## config.mk

```make
export PLATFORM = sky130hd
export DESIGN_NAME = sample_bank_buffer
export DESIGN_NICKNAME = d
export VERILOG_FILES = /design/src/rtl/sbb_pkg.sv /design/src/rtl/sbb_byte_fifo.sv /design/src/rtl/sbb_capture_stage.sv /design/src/rtl/sbb_irq_ctrl.sv /design/src/rtl/sample_bank_buffer.sv
export SDC_FILE = /design/constraint.sdc
export NUM_CORES = 1
export LEC_CHECK = 0
export BUFFER_PORTS_ARGS = -buffer_cell sky130_fd_sc_hd__buf_2
export CORE_MARGIN = 2
export CORE_UTILIZATION = 60
export DETAILED_ROUTE_END_ITERATION = 12
export MAX_ROUTING_LAYER = met4
export PLACE_DENSITY = 0.77
export SETUP_SLACK_MARGIN = 0.02
export SYNTH_ARGS = -nofsm -noshare
export SYNTH_HDL_FRONTEND = slang
export SYNTH_SLANG_ARGS = --single-unit
export TNS_END_PERCENT = 5
```

## constraint.sdc

```tcl
create_clock -name clk -period 2.27 [get_ports clk]
set_input_delay 0.5675 -clock clk [delete_from_list [all_inputs] [get_ports clk]]
set_output_delay 0.5675 -clock clk [all_outputs]
set_load 0.02 [all_outputs]
```

## src/rtl/sbb_pkg.sv

```systemverilog
package sbb_pkg;
  localparam int SMP_W   = 12;
  localparam int BYTE_W  = 8;
  localparam int NUM_FIFO = 4;

  function automatic logic [BYTE_W-1:0] lo_part(input logic [SMP_W-1:0] d);
    return d[BYTE_W-1:0];
  endfunction

  function automatic logic [BYTE_W-1:0] hi_part(input logic [SMP_W-1:0] d);
    return BYTE_W'(d[SMP_W-1:BYTE_W]);
  endfunction
endpackage

```

## src/rtl/sbb_byte_fifo.sv

```systemverilog
module sbb_byte_fifo #(
  parameter int W     = 8,
  parameter int DEPTH = 8
) (
  input  logic         clk,
  input  logic         rst,
  input  logic         wr_req,
  input  logic [W-1:0] wr_data,
  input  logic         rd_req,
  output logic [W-1:0] rd_data,
  output logic         full,
  output logic         empty,
  output logic         ovf,
  output logic         fill_evt
);
  localparam int AW = (DEPTH > 1) ? $clog2(DEPTH) : 1;
  localparam int CW = $clog2(DEPTH + 1);

  logic [W-1:0]  mem [DEPTH];
  logic [AW-1:0] wp, rp;
  logic [CW-1:0] cnt, cnt_nxt;
  logic          wr_ok, rd_ok;

  assign wr_ok    = wr_req && !full;
  assign rd_ok    = rd_req && !empty;
  assign fill_evt = wr_ok && !rd_ok && (cnt == CW'(DEPTH - 1));

  always_comb begin
    cnt_nxt = cnt;
    if (wr_ok && !rd_ok) cnt_nxt = cnt + 1'b1;
    else if (!wr_ok && rd_ok) cnt_nxt = cnt - 1'b1;
  end

  always_ff @(posedge clk) begin
    if (wr_ok) mem[wp] <= wr_data;
  end

  always_ff @(posedge clk) begin
    if (rst) begin
      wp      <= '0;
      rp      <= '0;
      cnt     <= '0;
      full    <= 1'b0;
      empty   <= 1'b1;
      ovf     <= 1'b0;
      rd_data <= '0;
    end else begin
      if (wr_ok) wp <= (wp == AW'(DEPTH - 1)) ? '0 : wp + 1'b1;
      if (rd_ok) rp <= (rp == AW'(DEPTH - 1)) ? '0 : rp + 1'b1;
      if (rd_req) rd_data <= rd_ok ? mem[rp] : '0;
      if (wr_req && full) ovf <= 1'b1;
      cnt   <= cnt_nxt;
      full  <= (cnt_nxt == CW'(DEPTH));
      empty <= (cnt_nxt == '0);
    end
  end

  a_r5_ovf_sticky: assert property (@(posedge clk) disable iff (rst)
    ovf |=> ovf);
  a_r5_drop_keeps_full: assert property (@(posedge clk) disable iff (rst)
    (full && wr_req && !rd_req) |=> full);
  a_r6_empty_read_zero: assert property (@(posedge clk) disable iff (rst)
    (rd_req && empty) |=> (rd_data == '0));
endmodule

```

## src/rtl/sbb_capture_stage.sv

```systemverilog
module sbb_capture_stage
  import sbb_pkg::*;
#(
  parameter int CH_W = 4
) (
  input  logic                         clk,
  input  logic                         rst,
  input  logic                         cap_valid,
  input  logic                         bank_en,
  input  logic [CH_W-1:0]              cap_chan,
  input  logic [SMP_W-1:0]             cap_data,
  output logic [NUM_FIFO-1:0]          wr_req,
  output logic [NUM_FIFO*BYTE_W-1:0]   wr_bytes
);
  logic take;
  logic bank_hi;
  assign take    = cap_valid && bank_en;
  assign bank_hi = cap_chan[CH_W-1];

  for (genvar p = 0; p < NUM_FIFO / 2; p++) begin : g_pair
    localparam int LO = 2 * p;
    localparam int HI = 2 * p + 1;
    always_ff @(posedge clk) begin
      if (rst) begin
        wr_req[LO] <= 1'b0;
        wr_req[HI] <= 1'b0;
        wr_bytes[LO*BYTE_W +: BYTE_W] <= '0;
        wr_bytes[HI*BYTE_W +: BYTE_W] <= '0;
      end else begin
        wr_req[LO] <= take && (bank_hi == (p == 1));
        wr_req[HI] <= take && (bank_hi == (p == 1));
        wr_bytes[LO*BYTE_W +: BYTE_W] <= lo_part(cap_data);
        wr_bytes[HI*BYTE_W +: BYTE_W] <= hi_part(cap_data);
      end
    end
  end

  a_r2_no_store_without_en: assert property (@(posedge clk) disable iff (rst)
    !(cap_valid && bank_en) |=> (wr_req == '0));
  a_r4_pair_written_together: assert property (@(posedge clk) disable iff (rst)
    (wr_req == 4'b0000) || (wr_req == 4'b0011) || (wr_req == 4'b1100));
endmodule

```

## src/rtl/sbb_irq_ctrl.sv

```systemverilog
module sbb_irq_ctrl #(
  parameter int N = 4
) (
  input  logic         clk,
  input  logic         rst,
  input  logic         last_fill,
  input  logic [N-1:0] empty,
  output logic         irq
);
  always_ff @(posedge clk) begin
    if (rst) irq <= 1'b0;
    else if (last_fill) irq <= 1'b1;
    else if (&empty) irq <= 1'b0;
  end

  a_r8_irq_holds: assert property (@(posedge clk) disable iff (rst)
    (irq && !(&empty)) |=> irq);
  a_r8_irq_clears: assert property (@(posedge clk) disable iff (rst)
    (irq && (&empty)) |=> !irq);
endmodule

```

## src/rtl/sample_bank_buffer.sv

```systemverilog
module sample_bank_buffer
  import sbb_pkg::*;
#(
  parameter int DEPTH = 8,
  parameter int CH_W  = 4
) (
  input  logic                        clk,
  input  logic                        rst,
  input  logic                        cap_valid,
  input  logic [SMP_W-1:0]            cap_data,
  input  logic [CH_W-1:0]             cap_chan,
  input  logic                        bank_en,
  output logic [NUM_FIFO-1:0]         fifo_full,
  output logic [NUM_FIFO-1:0]         ovf,
  input  logic [NUM_FIFO-1:0]         rd_en,
  output logic [NUM_FIFO*BYTE_W-1:0]  rd_data,
  output logic                        irq
);
  logic [NUM_FIFO-1:0]        wr_req;
  logic [NUM_FIFO*BYTE_W-1:0] wr_bytes;
  logic [NUM_FIFO-1:0]        empty;
  logic [NUM_FIFO-1:0]        fill_evt;

  sbb_capture_stage #(.CH_W(CH_W)) cap_i (
    .clk(clk), .rst(rst), .cap_valid(cap_valid), .bank_en(bank_en),
    .cap_chan(cap_chan), .cap_data(cap_data),
    .wr_req(wr_req), .wr_bytes(wr_bytes)
  );

  for (genvar i = 0; i < NUM_FIFO; i++) begin : g_fifo
    sbb_byte_fifo #(.W(BYTE_W), .DEPTH(DEPTH)) fifo_i (
      .clk(clk), .rst(rst),
      .wr_req(wr_req[i]), .wr_data(wr_bytes[i*BYTE_W +: BYTE_W]),
      .rd_req(rd_en[i]), .rd_data(rd_data[i*BYTE_W +: BYTE_W]),
      .full(fifo_full[i]), .empty(empty[i]), .ovf(ovf[i]),
      .fill_evt(fill_evt[i])
    );
  end

  sbb_irq_ctrl #(.N(NUM_FIFO)) irq_i (
    .clk(clk), .rst(rst), .last_fill(fill_evt[0]), .empty(empty), .irq(irq)
  );

  a_r7_irq_with_last_full: assert property (@(posedge clk) disable iff (rst)
    $rose(fifo_full[0]) |-> irq);
  a_r5_full_not_empty: assert property (@(posedge clk) disable iff (rst)
    $onehot0({fifo_full[0], empty[0]}));
endmodule

```

==> impl_table.tex <==
\begin{tabular}{lr}
\hline
Metric & Value \\
\hline
\multicolumn{2}{l}{\textbf{Outcome}} \\
\quad Run status & completed \\
\multicolumn{2}{l}{\textbf{Routing}} \\
\quad Final antenna-violating net count & 0 \\
\quad Via-per-instance ratio & roughly 5.7 \\
\quad Routed wire length per instance & 19.3 µm \\
\quad Remaining DRCs & 0 \\
\quad Number of vias after detailed routing & around 6400 \\
\quad TritonRoute pass-1 iters & 4 \\
\quad Number of design-rule violations left by the first detailed-router iteration & 569 \\
\quad Total wirelength of the detailed-routed design & 21.7 mm \\
\multicolumn{2}{l}{\textbf{Synth}} \\
\quad Syn Inst Count & 769 \\
\quad Simple-Gate Fraction of Synth Area & 0.0975 \\
\quad Adder and majority gate portion of the synthesized area & 0.0260 \\
\quad Count of yosys warnings during synthesis & 0 \\
\quad Share of the synthesized netlist area taken by xor and xnor gates & 0.0106 \\
\quad Sequential fraction of the synthesis area & 0.677 \\
\quad Post-synthesis sequential element count & 295 \\
\quad Compound-gate portion of the synthesized area & 0.0457 \\
\quad Multiplexer share of the synthesized area & 0.115 \\
\quad Combinational family with the most area after synthesis & multiplexers \\
\quad Synthesized area per cell & 15.0 µm² \\
\quad Number of different library cells in the post-synthesis netlist & 53 \\
\quad Post-synth top flop & edfxtp\_1 \\
\quad Cell area after synthesis & 0.0116 mm² \\
\quad Number of enable flip-flop cells after synthesis & 192 \\
\quad Fraction of registers with async set/reset & 0 \\
\multicolumn{2}{l}{\textbf{Floorplanning}} \\
\quad Standard cell core area & between 0.015 and 0.02 mm² \\
\quad Total Die Area & around 0.020 mm² \\
\quad Placement row count & 50 \\
\quad Overall die height & 143 µm \\
\quad Number of ports placed on the die boundary & 65 \\
\quad Initial Utilization & 0.614 \\
\quad Width of the die & 143 µm \\
\multicolumn{2}{l}{\textbf{Timing}} \\
\quad Final setup violating endpoints & 0 \\
\quad Final hold slack & 0.213 ns \\
\quad Setup repair after global routing missed its margin & false \\
\quad Max Clock Skew & 0.00830 ns \\
\quad Achievable clock frequency & between 500 and 600 MHz \\
\quad Final Max Slew Viols & 0 \\
\quad Post-route fraction of the period consumed by the critical path & 0.807 \\
\quad Pin slew with the least headroom to its limit & about 0.69 ns \\
\quad Final hold viol count & 0 \\
\quad Final-layout setup total negative slack & 0 ns \\
\quad Worst max-slew margin expressed relative to the limit & 0.538 \\
\quad Min Tclk post-route & about 1.8 ns \\
\multicolumn{2}{l}{\textbf{Final layout}} \\
\quad Multi-input gate area in the final layout & about 0.0034 mm² \\
\quad Number of nets in the layout & approximately 890 \\
\quad Growth of design area from synthesis to finish & 12.9\% \\
\quad Share of final-layout standard cells stronger than drive strength 1 & 0.229 \\
\quad Count of filler cells inserted in the layout & about 1200 \\
\quad Flip-flop and latch area & 0.00783 mm² \\
\quad Post-route insts no fill & around 1100 \\
\quad Number of inserted diodes & 0 \\
\multicolumn{2}{l}{\textbf{Critical path}} \\
\quad Worst setup EP type & register \\
\quad Data arrival time at the worst-slack endpoint & 2.00 ns \\
\quad Critical path startpoint category & register \\
\quad WS Path Type & reg2reg \\
\quad Worst R2R Path Depth & 2 \\
\quad Max FO, Critical Path & 10 \\
\quad WP data required & 2.44 ns \\
\multicolumn{2}{l}{\textbf{Min path}} \\
\quad Classification of the worst-slack hold path & in2reg \\
\quad Min-Delay Path Depth & 2 \\
\multicolumn{2}{l}{\textbf{Clock network}} \\
\quad Max H-tree Level & 1 \\
\quad Count of instances resized after the clock tree is built & 0 \\
\quad CTS tree & yes \\
\quad Number of post-CTS setup repair buffers & 0 \\
\quad Post-cts hold buffer count & 0 \\
\quad TritonCTS Sinks & 295 \\
\quad CTS Buffer Depth & 3 \\
\quad Clock Root Buffer & clkbuf\_16 \\
\quad Insertion delay of the later-clocked pin in the worst-skew pair & 0.53 ns \\
\quad Clock slew seen by the registers of the worst setup and hold paths & around 0.060 ns \\
\quad Clock buffers created by TritonCTS & 30 \\
\multicolumn{2}{l}{\textbf{Power}} \\
\quad Leak & about 4.6 nW \\
\quad Power density over cell area & 962 mW/mm² \\
\quad IR Drop Worst-Case VDD & between 0.7 and 0.8 mV \\
\multicolumn{2}{l}{\textbf{GRT}} \\
\quad Number of antenna violations at the first check in global routing & 0 \\
\quad Overflow after GRT & 0 \\
\quad Pin count of the biggest net entering global routing & 32 \\
\quad First-pass GRT wire length & roughly 35 mm \\
\quad Overall fraction of global-route tracks in use & 0.226 \\
\quad Via count of the first global-routing pass & 6659 \\
\multicolumn{2}{l}{\textbf{Place}} \\
\quad RD Place Congestion & between 0.8 and 0.9 \\
\quad Port Buffer Count & 53 \\
\quad Sum of net half-perimeters after detailed placement & between 10 and 15 mm \\
\quad Number of placed instances with taps included & 1068 \\
\multicolumn{2}{l}{\textbf{Job}} \\
\quad \# Max-Cap Violations & 0 \\
\hline
\end{tabular}
-- sequential cells by signal (all words and copies together), names as in the netlist, named ones only --
signal,count
g_fifo.fifo_i.rp,12
g_fifo.fifo_i.empty,4
g_fifo.fifo_i.cnt,16
cap_i.wr_req,2
g_fifo.fifo_i.full,4
g_fifo.fifo_i.rd_data,24
g_fifo.fifo_i.mem,192
g_fifo.fifo_i.ovf,4
cap_i.wr_bytes,12
g_fifo.fifo_i.wp,12
irq_i.irq,1
-- cells by family (layout without fill, tap and decap cells) --
kind of cell             after synthesis  after routing
AO/OA/AOI/OAI                         85             85
buffers and inverters                 56            143
other                                  1              8
XOR/XNOR                              14             14
multiplexers                          73             73
flip-flops                           295            295
AND/OR/NAND/NOR                      221            221
adder cells (fa/ha/maj)               24             24
-- worst paths after layout --
path,start,endpoint,slack (ns)
setup / recovery,cap_i.wr_req[0]$_SDFF_PP0_,g_fifo[1].fifo_i.mem[2][0]$_DFFE_PP_,0.44
hold / removal,cap_chan[3],cap_i.wr_req[0]$_SDFF_PP0_,0.21
setup reg to reg,cap_i.wr_req[0]$_SDFF_PP0_,g_fifo[1].fifo_i.mem[2][0]$_DFFE_PP_,0.44
hold reg to reg,g_fifo[0].fifo_i.rd_data[4]$_SDFFE_PP0P_,g_fifo[0].fifo_i.rd_data[4]$_SDFFE_PP0P_,0.45
-- worst max-delay path: stages (launching register included) --
cell and delay (ns):
dfxtp_1 0.49, nand2b_1 0.33, nor3_1 0.64
-- cell usage after synthesis, types with 2 or more instances --
cell	count	area (µm²)
clkbuf_1	11	41.3
inv_1	10	37.5
nor2_1	47	176
nor3_1	29	145
mux2i_1	25	250
xor2_1	4	35.0
nor4_1	7	43.8
and3_1	2	12.5
dfxtp_1	103	2060
a211oi_1	7	52.6
buf_6	3	33.8
nand3b_1	3	22.5
xnor2_1	10	87.6
and2_1	3	18.8
o22ai_1	2	12.5
buf_1	5	18.8
nand3_1	6	30.0
edfxtp_1	192	5770
nor4_2	3	37.5
a22oi_2	3	37.5
and2b_2	3	26.3
and2b_4	3	30.0
nand2b_1	17	106
o21ai_1	18	90.1
nor3b_1	2	15.0
o21ai_0	12	60.1
ha_1	24	300
a21oi_1	31	155
nor2_4	3	33.8
buf_4	20	150
nor2b_1	12	75.1
and4_1	2	17.5
o31ai_1	3	22.5
mux4_2	48	1080
nand2_1	71	267
a311oi_1	3	26.3
buf_2	6	30.0
-- layout make-up --
class	instances	area share
Clock buffer	41	0.0662
Timing Repair Buffer	78	0.0347
Clock inverter	14	0.00805
Sequential cell	295	0.600
Inverter	10	0.00288
Tap cell	260	0.0249
Multi-Input combinational cell	425	0.264
-- metal layers --
layer  GRT usage  up-vias  wire length (µm)
li1            -     2997                 -
met1       0.274     3163              8820
met2       0.401      175             11500
met3      0.0298       37               829
met4      0.0646        0               464
met5           -        -                 0
-- power breakdown --
part / internal (mW) / switching (mW) / leakage (nW)
clock network: 2.78 / 1.94 / 0.489
registers: 5.96 / 0.316 / 2.59
logic: 0.721 / 0.830 / 1.50
-- stage by stage --
step	setup WS, ns	area (µm²)	util	total power [mW]
global placement	0.526	12100	0.642	7.81
detailed placement	0.423	12100	0.642	7.94
finish	0.437	13100	0.693	12.6
CTS	0.408	13100	0.693	12.6
floorplan	0.429	11600	-	7.58
global route	0.295	13100	0.693	13.0
-- cells in the final DEF, fill, tap and decap left out, drive strengths merged, types with 6 or more instances in the layout --
| master | count |
|---|---|
| clkbuf | 41 |
| nand2b | 19 |
| nand3 | 6 |
| clkinv | 11 |
| buf | 78 |
| nor2b | 12 |
| a21oi | 32 |
| ha | 24 |
| nor4 | 10 |
| conb | 8 |
| o21ai | 30 |
| and2b | 7 |
| a211oi | 8 |
| inv | 12 |
| nand2 | 72 |
| xnor2 | 10 |
| nor3 | 30 |
| nor2 | 50 |
| mux4 | 48 |
| mux2i | 25 |
| dfxtp | 103 |
| edfxtp | 192 |
(Power assumes the default switching activity.)
